--- src/rtl/pexc_pkg.sv ---
package pexc_pkg;

  typedef enum logic [1:0] {
    CAUSE_NONE    = 2'd0,
    CAUSE_ILLEGAL = 2'd1,
    CAUSE_OVF     = 2'd2,
    CAUSE_MISS    = 2'd3
  } cause_e;

  // strobes from control to datapath
  typedef struct packed {
    logic flush;     // exception taken this cycle
    logic hold;      // front stages keep their contents
    logic capture;   // record faulting PC
    logic useHandler;
  } strobes_t;

  // status from datapath to control
  typedef struct packed {
    logic exOvf;     // trapping add in execute overflows
    logic memStore;  // memory-stage instruction is a store
    logic wbWrite;   // writeback instruction writes a register
  } dpStatus_t;

endpackage

--- src/rtl/pexc_ctrl.sv ---
module pexc_ctrl
  import pexc_pkg::*;
(
  input  logic       clk,
  input  logic       rstN,
  input  logic       inValid,
  input  logic       inIllegal,
  input  logic       memMiss,
  input  logic       stallReq,
  input  logic       branchReq,
  input  dpStatus_t  status,
  output strobes_t   strobes,
  output logic       fetchRedirect,
  output logic       fetchHold,
  output logic       rfWe,
  output logic       dmemWe,
  output logic       excTaken,
  output logic [1:0] ecause,
  output logic [3:0] stageValid
);

  localparam int unsigned NSTAGE = 4;
  localparam int unsigned S_ID  = 0;
  localparam int unsigned S_EX  = 1;
  localparam int unsigned S_MEM = 2;
  localparam int unsigned S_WB  = 3;

  logic [NSTAGE-1:0] vld;
  cause_e idCause, exCause, memCause, wbCause;
  cause_e nextMemCause, nextWbCause;
  logic   flush, hold, branchAct;

  assign flush     = vld[S_WB] && (wbCause != CAUSE_NONE);
  assign hold      = stallReq && !flush;
  assign branchAct = branchReq && !stallReq && !flush;

  // the oldest recorded cause wins; invalid slots never carry one
  always_comb begin
    if (!vld[S_EX])                nextMemCause = CAUSE_NONE;
    else if (exCause != CAUSE_NONE) nextMemCause = exCause;
    else if (status.exOvf)          nextMemCause = CAUSE_OVF;
    else                            nextMemCause = CAUSE_NONE;

    if (!vld[S_MEM])                nextWbCause = CAUSE_NONE;
    else if (memCause != CAUSE_NONE) nextWbCause = memCause;
    else if (memMiss)                nextWbCause = CAUSE_MISS;
    else                             nextWbCause = CAUSE_NONE;
  end

  always_ff @(posedge clk or negedge rstN) begin
    if (!rstN) begin
      vld      <= '0;
      idCause  <= CAUSE_NONE;
      exCause  <= CAUSE_NONE;
      memCause <= CAUSE_NONE;
      wbCause  <= CAUSE_NONE;
    end else if (flush) begin
      vld      <= '0;
      idCause  <= CAUSE_NONE;
      exCause  <= CAUSE_NONE;
      memCause <= CAUSE_NONE;
      wbCause  <= CAUSE_NONE;
    end else begin
      vld[S_WB]  <= vld[S_MEM];
      wbCause    <= nextWbCause;
      vld[S_MEM] <= vld[S_EX];
      memCause   <= nextMemCause;
      if (hold) begin
        vld[S_EX] <= 1'b0;
        exCause   <= CAUSE_NONE;
      end else begin
        vld[S_EX] <= vld[S_ID];
        exCause   <= vld[S_ID] ? idCause : CAUSE_NONE;
        vld[S_ID] <= inValid && !branchAct;
        idCause   <= (inValid && inIllegal && !branchAct) ? CAUSE_ILLEGAL : CAUSE_NONE;
      end
    end
  end

  always_ff @(posedge clk or negedge rstN) begin
    if (!rstN)      ecause <= 2'd0;
    else if (flush) ecause <= wbCause;
  end

  assign strobes.flush      = flush;
  assign strobes.hold       = hold;
  assign strobes.capture    = flush;
  assign strobes.useHandler = flush;

  assign fetchRedirect = flush || branchAct;
  assign fetchHold     = hold;
  assign excTaken      = flush;
  assign rfWe   = vld[S_WB] && (wbCause == CAUSE_NONE) && status.wbWrite;
  assign dmemWe = vld[S_MEM] && (memCause == CAUSE_NONE) && !memMiss
                  && status.memStore && !flush;
  assign stageValid = vld;

endmodule

--- src/rtl/pexc_datapath.sv ---
module pexc_datapath
  import pexc_pkg::*;
#(
  parameter int unsigned     XLEN    = 32,
  parameter int unsigned     RAW     = 5,
  parameter logic [XLEN-1:0] HANDLER = 32'h0000_0180
) (
  input  logic            clk,
  input  logic            rstN,
  input  strobes_t        strobes,
  input  logic [XLEN-1:0] inPc,
  input  logic [RAW-1:0]  inRd,
  input  logic            inWe,
  input  logic            inMemWr,
  input  logic            inTrapAdd,
  input  logic [XLEN-1:0] exOpA,
  input  logic [XLEN-1:0] exOpB,
  input  logic [XLEN-1:0] branchTarget,
  output dpStatus_t       status,
  output logic [XLEN-1:0] fetchTarget,
  output logic [RAW-1:0]  rfWaddr,
  output logic [XLEN-1:0] rfWdata,
  output logic [XLEN-1:0] epc
);

  localparam int unsigned MSB = XLEN - 1;

  // payload of decode and execute
  logic [XLEN-1:0] idPc, exPc, memPc, wbPc;
  logic [RAW-1:0]  idRd, exRd, memRd, wbRd;
  logic            idWe, exWe, memWe, wbWe;
  logic            idSt, exSt, memSt;
  logic            idTrap, exTrap;
  logic [XLEN-1:0] memRes, wbRes;
  logic [XLEN-1:0] sum;

  assign sum = exOpA + exOpB;   // modulo 2^XLEN

  always_ff @(posedge clk or negedge rstN) begin
    if (!rstN) begin
      idPc <= '0; idRd <= '0; idWe <= 1'b0; idSt <= 1'b0; idTrap <= 1'b0;
      exPc <= '0; exRd <= '0; exWe <= 1'b0; exSt <= 1'b0; exTrap <= 1'b0;
    end else if (!strobes.hold) begin
      idPc <= inPc; idRd <= inRd; idWe <= inWe; idSt <= inMemWr; idTrap <= inTrapAdd;
      exPc <= idPc; exRd <= idRd; exWe <= idWe; exSt <= idSt; exTrap <= idTrap;
    end
  end

  always_ff @(posedge clk or negedge rstN) begin
    if (!rstN) begin
      memPc <= '0; memRd <= '0; memWe <= 1'b0; memSt <= 1'b0; memRes <= '0;
      wbPc  <= '0; wbRd  <= '0; wbWe  <= 1'b0; wbRes <= '0;
    end else begin
      memPc <= exPc;  memRd <= exRd;  memWe <= exWe; memSt <= exSt; memRes <= sum;
      wbPc  <= memPc; wbRd  <= memRd; wbWe  <= memWe; wbRes <= memRes;
    end
  end

  always_ff @(posedge clk or negedge rstN) begin
    if (!rstN)                epc <= '0;
    else if (strobes.capture) epc <= wbPc;
  end

  assign status.exOvf    = exTrap && (exOpA[MSB] == exOpB[MSB]) && (sum[MSB] != exOpA[MSB]);
  assign status.memStore = memSt;
  assign status.wbWrite  = wbWe;

  assign fetchTarget = strobes.useHandler ? HANDLER : branchTarget;
  assign rfWaddr     = wbRd;
  assign rfWdata     = wbRes;

endmodule

--- src/rtl/pexc_unit.sv ---
module pexc_unit
  import pexc_pkg::*;
#(
  parameter int unsigned     XLEN    = 32,
  parameter int unsigned     RAW     = 5,
  parameter logic [XLEN-1:0] HANDLER = 32'h0000_0180
) (
  input  logic            clk,
  input  logic            rstN,
  input  logic            inValid,
  input  logic [XLEN-1:0] inPc,
  input  logic [RAW-1:0]  inRd,
  input  logic            inWe,
  input  logic            inMemWr,
  input  logic            inTrapAdd,
  input  logic            inIllegal,
  input  logic [XLEN-1:0] exOpA,
  input  logic [XLEN-1:0] exOpB,
  input  logic            memMiss,
  input  logic            stallReq,
  input  logic            branchReq,
  input  logic [XLEN-1:0] branchTarget,
  output logic            fetchRedirect,
  output logic [XLEN-1:0] fetchTarget,
  output logic            fetchHold,
  output logic            rfWe,
  output logic [RAW-1:0]  rfWaddr,
  output logic [XLEN-1:0] rfWdata,
  output logic            dmemWe,
  output logic            excTaken,
  output logic [XLEN-1:0] epc,
  output logic [1:0]      ecause,
  output logic [3:0]      stageValid
);

  strobes_t  strobes;
  dpStatus_t status;

  pexc_ctrl u_ctrl (
    .clk(clk), .rstN(rstN), .inValid(inValid), .inIllegal(inIllegal),
    .memMiss(memMiss), .stallReq(stallReq), .branchReq(branchReq),
    .status(status), .strobes(strobes), .fetchRedirect(fetchRedirect),
    .fetchHold(fetchHold), .rfWe(rfWe), .dmemWe(dmemWe), .excTaken(excTaken),
    .ecause(ecause), .stageValid(stageValid)
  );

  pexc_datapath #(.XLEN(XLEN), .RAW(RAW), .HANDLER(HANDLER)) u_dp (
    .clk(clk), .rstN(rstN), .strobes(strobes), .inPc(inPc), .inRd(inRd),
    .inWe(inWe), .inMemWr(inMemWr), .inTrapAdd(inTrapAdd), .exOpA(exOpA),
    .exOpB(exOpB), .branchTarget(branchTarget), .status(status),
    .fetchTarget(fetchTarget), .rfWaddr(rfWaddr), .rfWdata(rfWdata), .epc(epc)
  );

endmodule

--- config.mk ---
export PLATFORM = sky130hd
export DESIGN_NAME = pexc_unit
export DESIGN_NICKNAME = d
export VERILOG_FILES = /design/src/rtl/pexc_pkg.sv /design/src/rtl/pexc_ctrl.sv /design/src/rtl/pexc_datapath.sv /design/src/rtl/pexc_unit.sv
export SDC_FILE = /design/constraint.sdc
export NUM_CORES = 1
export LEC_CHECK = 0
export BUFFER_PORTS_ARGS = -buffer_cell sky130_fd_sc_hd__buf_4
export CAP_MARGIN = 20
export CORE_MARGIN = 2
export CORE_UTILIZATION = 55
export CTS_BUF_LIST = sky130_fd_sc_hd__clkbuf_16
export DETAILED_ROUTE_END_ITERATION = 12
export GPL_TIMING_DRIVEN = 0
export PLACE_DENSITY = 0.86
export SYNTH_ARGS = -nofsm -noshare
export SYNTH_HDL_FRONTEND = slang
export SYNTH_SLANG_ARGS = --single-unit
--- constraint.sdc ---
create_clock -name clk -period 4.8 [get_ports clk]
set_clock_uncertainty 0.1 [all_clocks]
set_input_delay 0.48 -clock clk [delete_from_list [all_inputs] [get_ports clk]]
set_output_delay 0.48 -clock clk [all_outputs]
set_load 0.005 [all_outputs]
==> flow_summary.yaml <==
placement:
  estimated_wirelength_of_the_detail_placed_design_um: 14970
  placement.cell_area_um2: 12140
  routabilityCongestion: 0.8733
  port_buffers: 254
clocking:
  tritoncts_num_sinks: 265
  post-cts-setup-buffers: 0
  htree_levels: 1
  maximum_clock_insertion_buffer_count: 3
  worstSkewPairLatency_ns: 0.50
  cts-root-buf: "sky130_fd_sc_hd__clkbuf_16"
  clk_pin_slew_ns: 0.06
  clock_tree_from_tritoncts: "done"
  numCtsBuffers: 25
synthesis:
  postSynth.topFlopCell: "sky130_fd_sc_hd__dfrtp_1"
  async_set_reset_flop_share_out_of_synthesis: 1.000
  synth.yosys.seq_area_share: 0.6711
  cell_with_the_most_instances_after_synthesis: "sky130_fd_sc_hd__dfrtp_1"
  ys_top_cells_by_count: "sky130_fd_sc_hd__dfrtp_1 (265), sky130_fd_sc_hd__nand2_1 (124), sky130_fd_sc_hd__mux2_2 (80)"
  synth-edff-count: 0
  synth_cell_type_count: 53
  yosys-top-cells-area: "sky130_fd_sc_hd__dfrtp_1 (67%), sky130_fd_sc_hd__mux2_2 (9.1%), sky130_fd_sc_hd__nand2_1 (4.7%)"
  post_synth_instance_area_um2: 9881
  synth_cells: 734
  netlist.area_leader.share: 0.6711
  largest_area_contributor_in_the_netlist: "sky130_fd_sc_hd__dfrtp_1"
  net_count_of_the_mapped_netlist: 909
  yosys_warnings: 0
  post_synth.cell_area_avg_um2: 13.46
  ys_seq_elements: 265
floorplan:
  starting_density: 0.5557
  die-area_um2: 19050
  floorplan.rows: 49
  die_h_um: 138.0
  core_area_um2: 17780
  io_pins: 255
  die_x_um: 138.0
power_and_ir_drop:
  power_total_mw: 5.440
  power.clock.fraction: 0.335
  p_sw_mw: 1.303
  sequentialPowerShare: 0.509
  switching_share: 0.2396
  total_leakage_power_nw: 6.336
  combinational_cell_fraction_of_total_power: 0.157
  intPower_mw: 4.136
  power_density_nw_per_um2: 421.5
  largest_vdd_supply_drop_mv: 0.2575
worst_setup_path:
  cp-end-kind: "output port"
  timing.setup.critical_path_class: "reg -> out"
  crit_path_max_fanout: 10
  worst-endpoint-arrival_ns: 2.74
  worstPathCellList: "o21ai_1 -> nand2_1 -> inv_2 -> clkbuf_1 -> buf_4"
  cp-start-kind: "flop"
  cpPeakStageDelay_ns: 0.61
  r2r_slack_ns: 2.10
  worst_ep_required_time_ns: 4.22
  slowest_stage: "sky130_fd_sc_hd__o21ai_1"
sta:
  hold_violations: 0
  timing.slew.headroom: 0.4955
  tightest_slew_ns: 0.7517
  final_min_period_over_clock_period: 0.6924
  minimum_clock_period_after_layout_ns: 3.323
  timing.fmax_mhz: 300.9
  tns_ns: 0
  setup-violations-final: 0
  finalMaxSlewViolations: 0
  unrepaired_setup_endpoints_after_global_routing: "false"
global_routing:
  antenna_found_initial: 0
  grt_overflow: 0
  use_met3: 0.06997
  global_route.usage.met2: 0.4044
  via_count_of_the_first_global_routing_pass: 6779
  grt_max_degree: 94
  grt.busiest_layer: "met2"
  grt_pass1_wl_um: 34430
  groute.layer.met1.usage: 0.2587
  grtUsageTotal: 0.2231
cells_and_area:
  post-route-cell-area_um2: 12910
  drive_above_1_share: 0.3646
  final.fill_count: 1173
  multi_input_comb_area_um2: 3133
  nets: 1193
  register_area_um2: 6631
  post-route-util: 0.7259
  syn_to_layout_area_delta_pct: 30.62
  diodes: 0
route:
  drt_iter0_drc: 258
  via_per_inst: 5.097
  postRouteWirelength_um: 20670
  drcViolationCount: 0
  route.detailed.wl_per_inst_um: 16.37
  drt_pass1_iterations: 4
  final_antenna_net_count: 0
  vias: 6438
run:
  drv_cap: 0
run_status:
  outcome: "complete, no violations"
worst_hold_path:
  min_path_type: "in -> reg"
==> per-layer routing <==
| layer | vias up | share of wire |
|---|---|---|
| met3 | 29 | 0.093 |
| met4 | 0 | 0.017 |
| met2 | 255 | 0.52 |
| met1 | 3096 | 0.37 |
| li1 | 3058 | - |
| met5 | - | 0 |
==> worst max-delay path: cells and delay by family (launching register included) <==
| kind | cells | cell delay [ns] |
|---|---|---|
| AO/OA/AOI/OAI | 1 | 0.61 |
| buffers and inverters | 3 | 0.90 |
| flip-flops | 1 | 0.39 |
| AND/OR/NAND/NOR | 1 | 0.33 |
==> worst paths after layout <==
| path | startpoint | cells after the start | to |
|---|---|---|---|
| setup / recovery | u_ctrl.wbCause[1]$_DFF_PN0_ | 5 | fetchHold |
| hold / removal | inRd[4] | 2 | u_dp.idRd[4]$_DFFE_PN0N_ |
| setup reg to reg | u_ctrl.wbCause[1]$_DFF_PN0_ | 5 | u_dp.exSt$_DFFE_PN0N_ |
| hold reg to reg | u_dp.memPc[14]$_DFF_PN0_ | 0 | u_dp.wbPc[14]$_DFF_PN0_ |
| max in group asynchronous | rstN | 3 | u_dp.memPc[17]$_DFF_PN0_ |
| min in group asynchronous | rstN | 2 | u_dp.memRes[5]$_DFF_PN0_ |
==> stage by stage <==
step                      instances  hold slack, ns  worst slack (ns)
final                          1263          0.1080             1.477
after global routing           1263         0.09363             1.260
after CTS                      1263         0.09068             1.389
after detailed placement       1219          0.2347             1.425
after global placement         1217          0.2318             1.162
after floorplan                 734         0.08441             1.960
==> cells in the final DEF, fill, tap and decap left out, drive strengths merged, types with 6 or more instances in the layout <==
| master | n |
|---|---|
| dfrtp | 265 |
| buf | 260 |
| nand2 | 124 |
| mux2 | 80 |
| clkbuf | 43 |
| and2 | 32 |
| ha | 31 |
| a21oi | 30 |
| xnor2 | 18 |
| inv | 18 |
| nor2 | 17 |
| a21o | 16 |
| o21ai | 14 |
| xor2 | 12 |
| clkinv | 6 |
==> power by group through the flow <==
stage	Combinational, mW	Clock, mW	Sequential [mW]
after CTS	0.867	1.87	2.77
final	0.853	1.82	2.77
after global placement	0.825	0	2.78
after global routing	0.945	1.97	2.81
after floorplan	0.359	0	2.78
after detailed placement	0.857	0	2.81
==> repair_timing <==
action,4_1_cts,5_1_grt
gates resized for setup,0,0
hold buffers,1,0
hold endpoints to repair,79,0
==> registers in the layout, indices dropped and copies added (netlist names), 2 cells and up <==
register	cells
u_dp.rfWdata	32
u_dp.memPc	32
u_dp.wbPc	32
u_dp.exRd	5
u_dp.exPc	32
u_dp.memRes	32
u_ctrl.memCause	2
u_dp.memRd	5
u_ctrl.wbCause	2
u_dp.rfWaddr	5
u_dp.idPc	32
u_dp.epc	32
u_ctrl.stageValid	4
u_dp.idRd	5
u_ctrl.ecause	2
==> final cells by class <==
class / count / share of cell area
multi-input combinational: 438 / 0.2428
buffer: 22 / 0.006398
clock inverter: 18 / 0.01037
inverter: 9 / 0.002618
tap: 229 / 0.02220
clock buffer: 25 / 0.04847
sequential: 265 / 0.5138
timing repair buffer: 257 / 0.1534
==> kinds of logic (layout without fill, tap and decap cells) <==
kind of cell | Yosys count | after routing | synth area share
mux | 81 | 81 | 0.09219
flops | 265 | 265 | 0.6711
xor+xnor | 30 | 30 | 0.02659
buf+inv | 31 | 331 | 0.01178
fa+ha+maj | 32 | 32 | 0.04128
compound gates | 89 | 89 | 0.06154
simple gates | 206 | 206 | 0.09548
(Power assumes the default switching activity.)
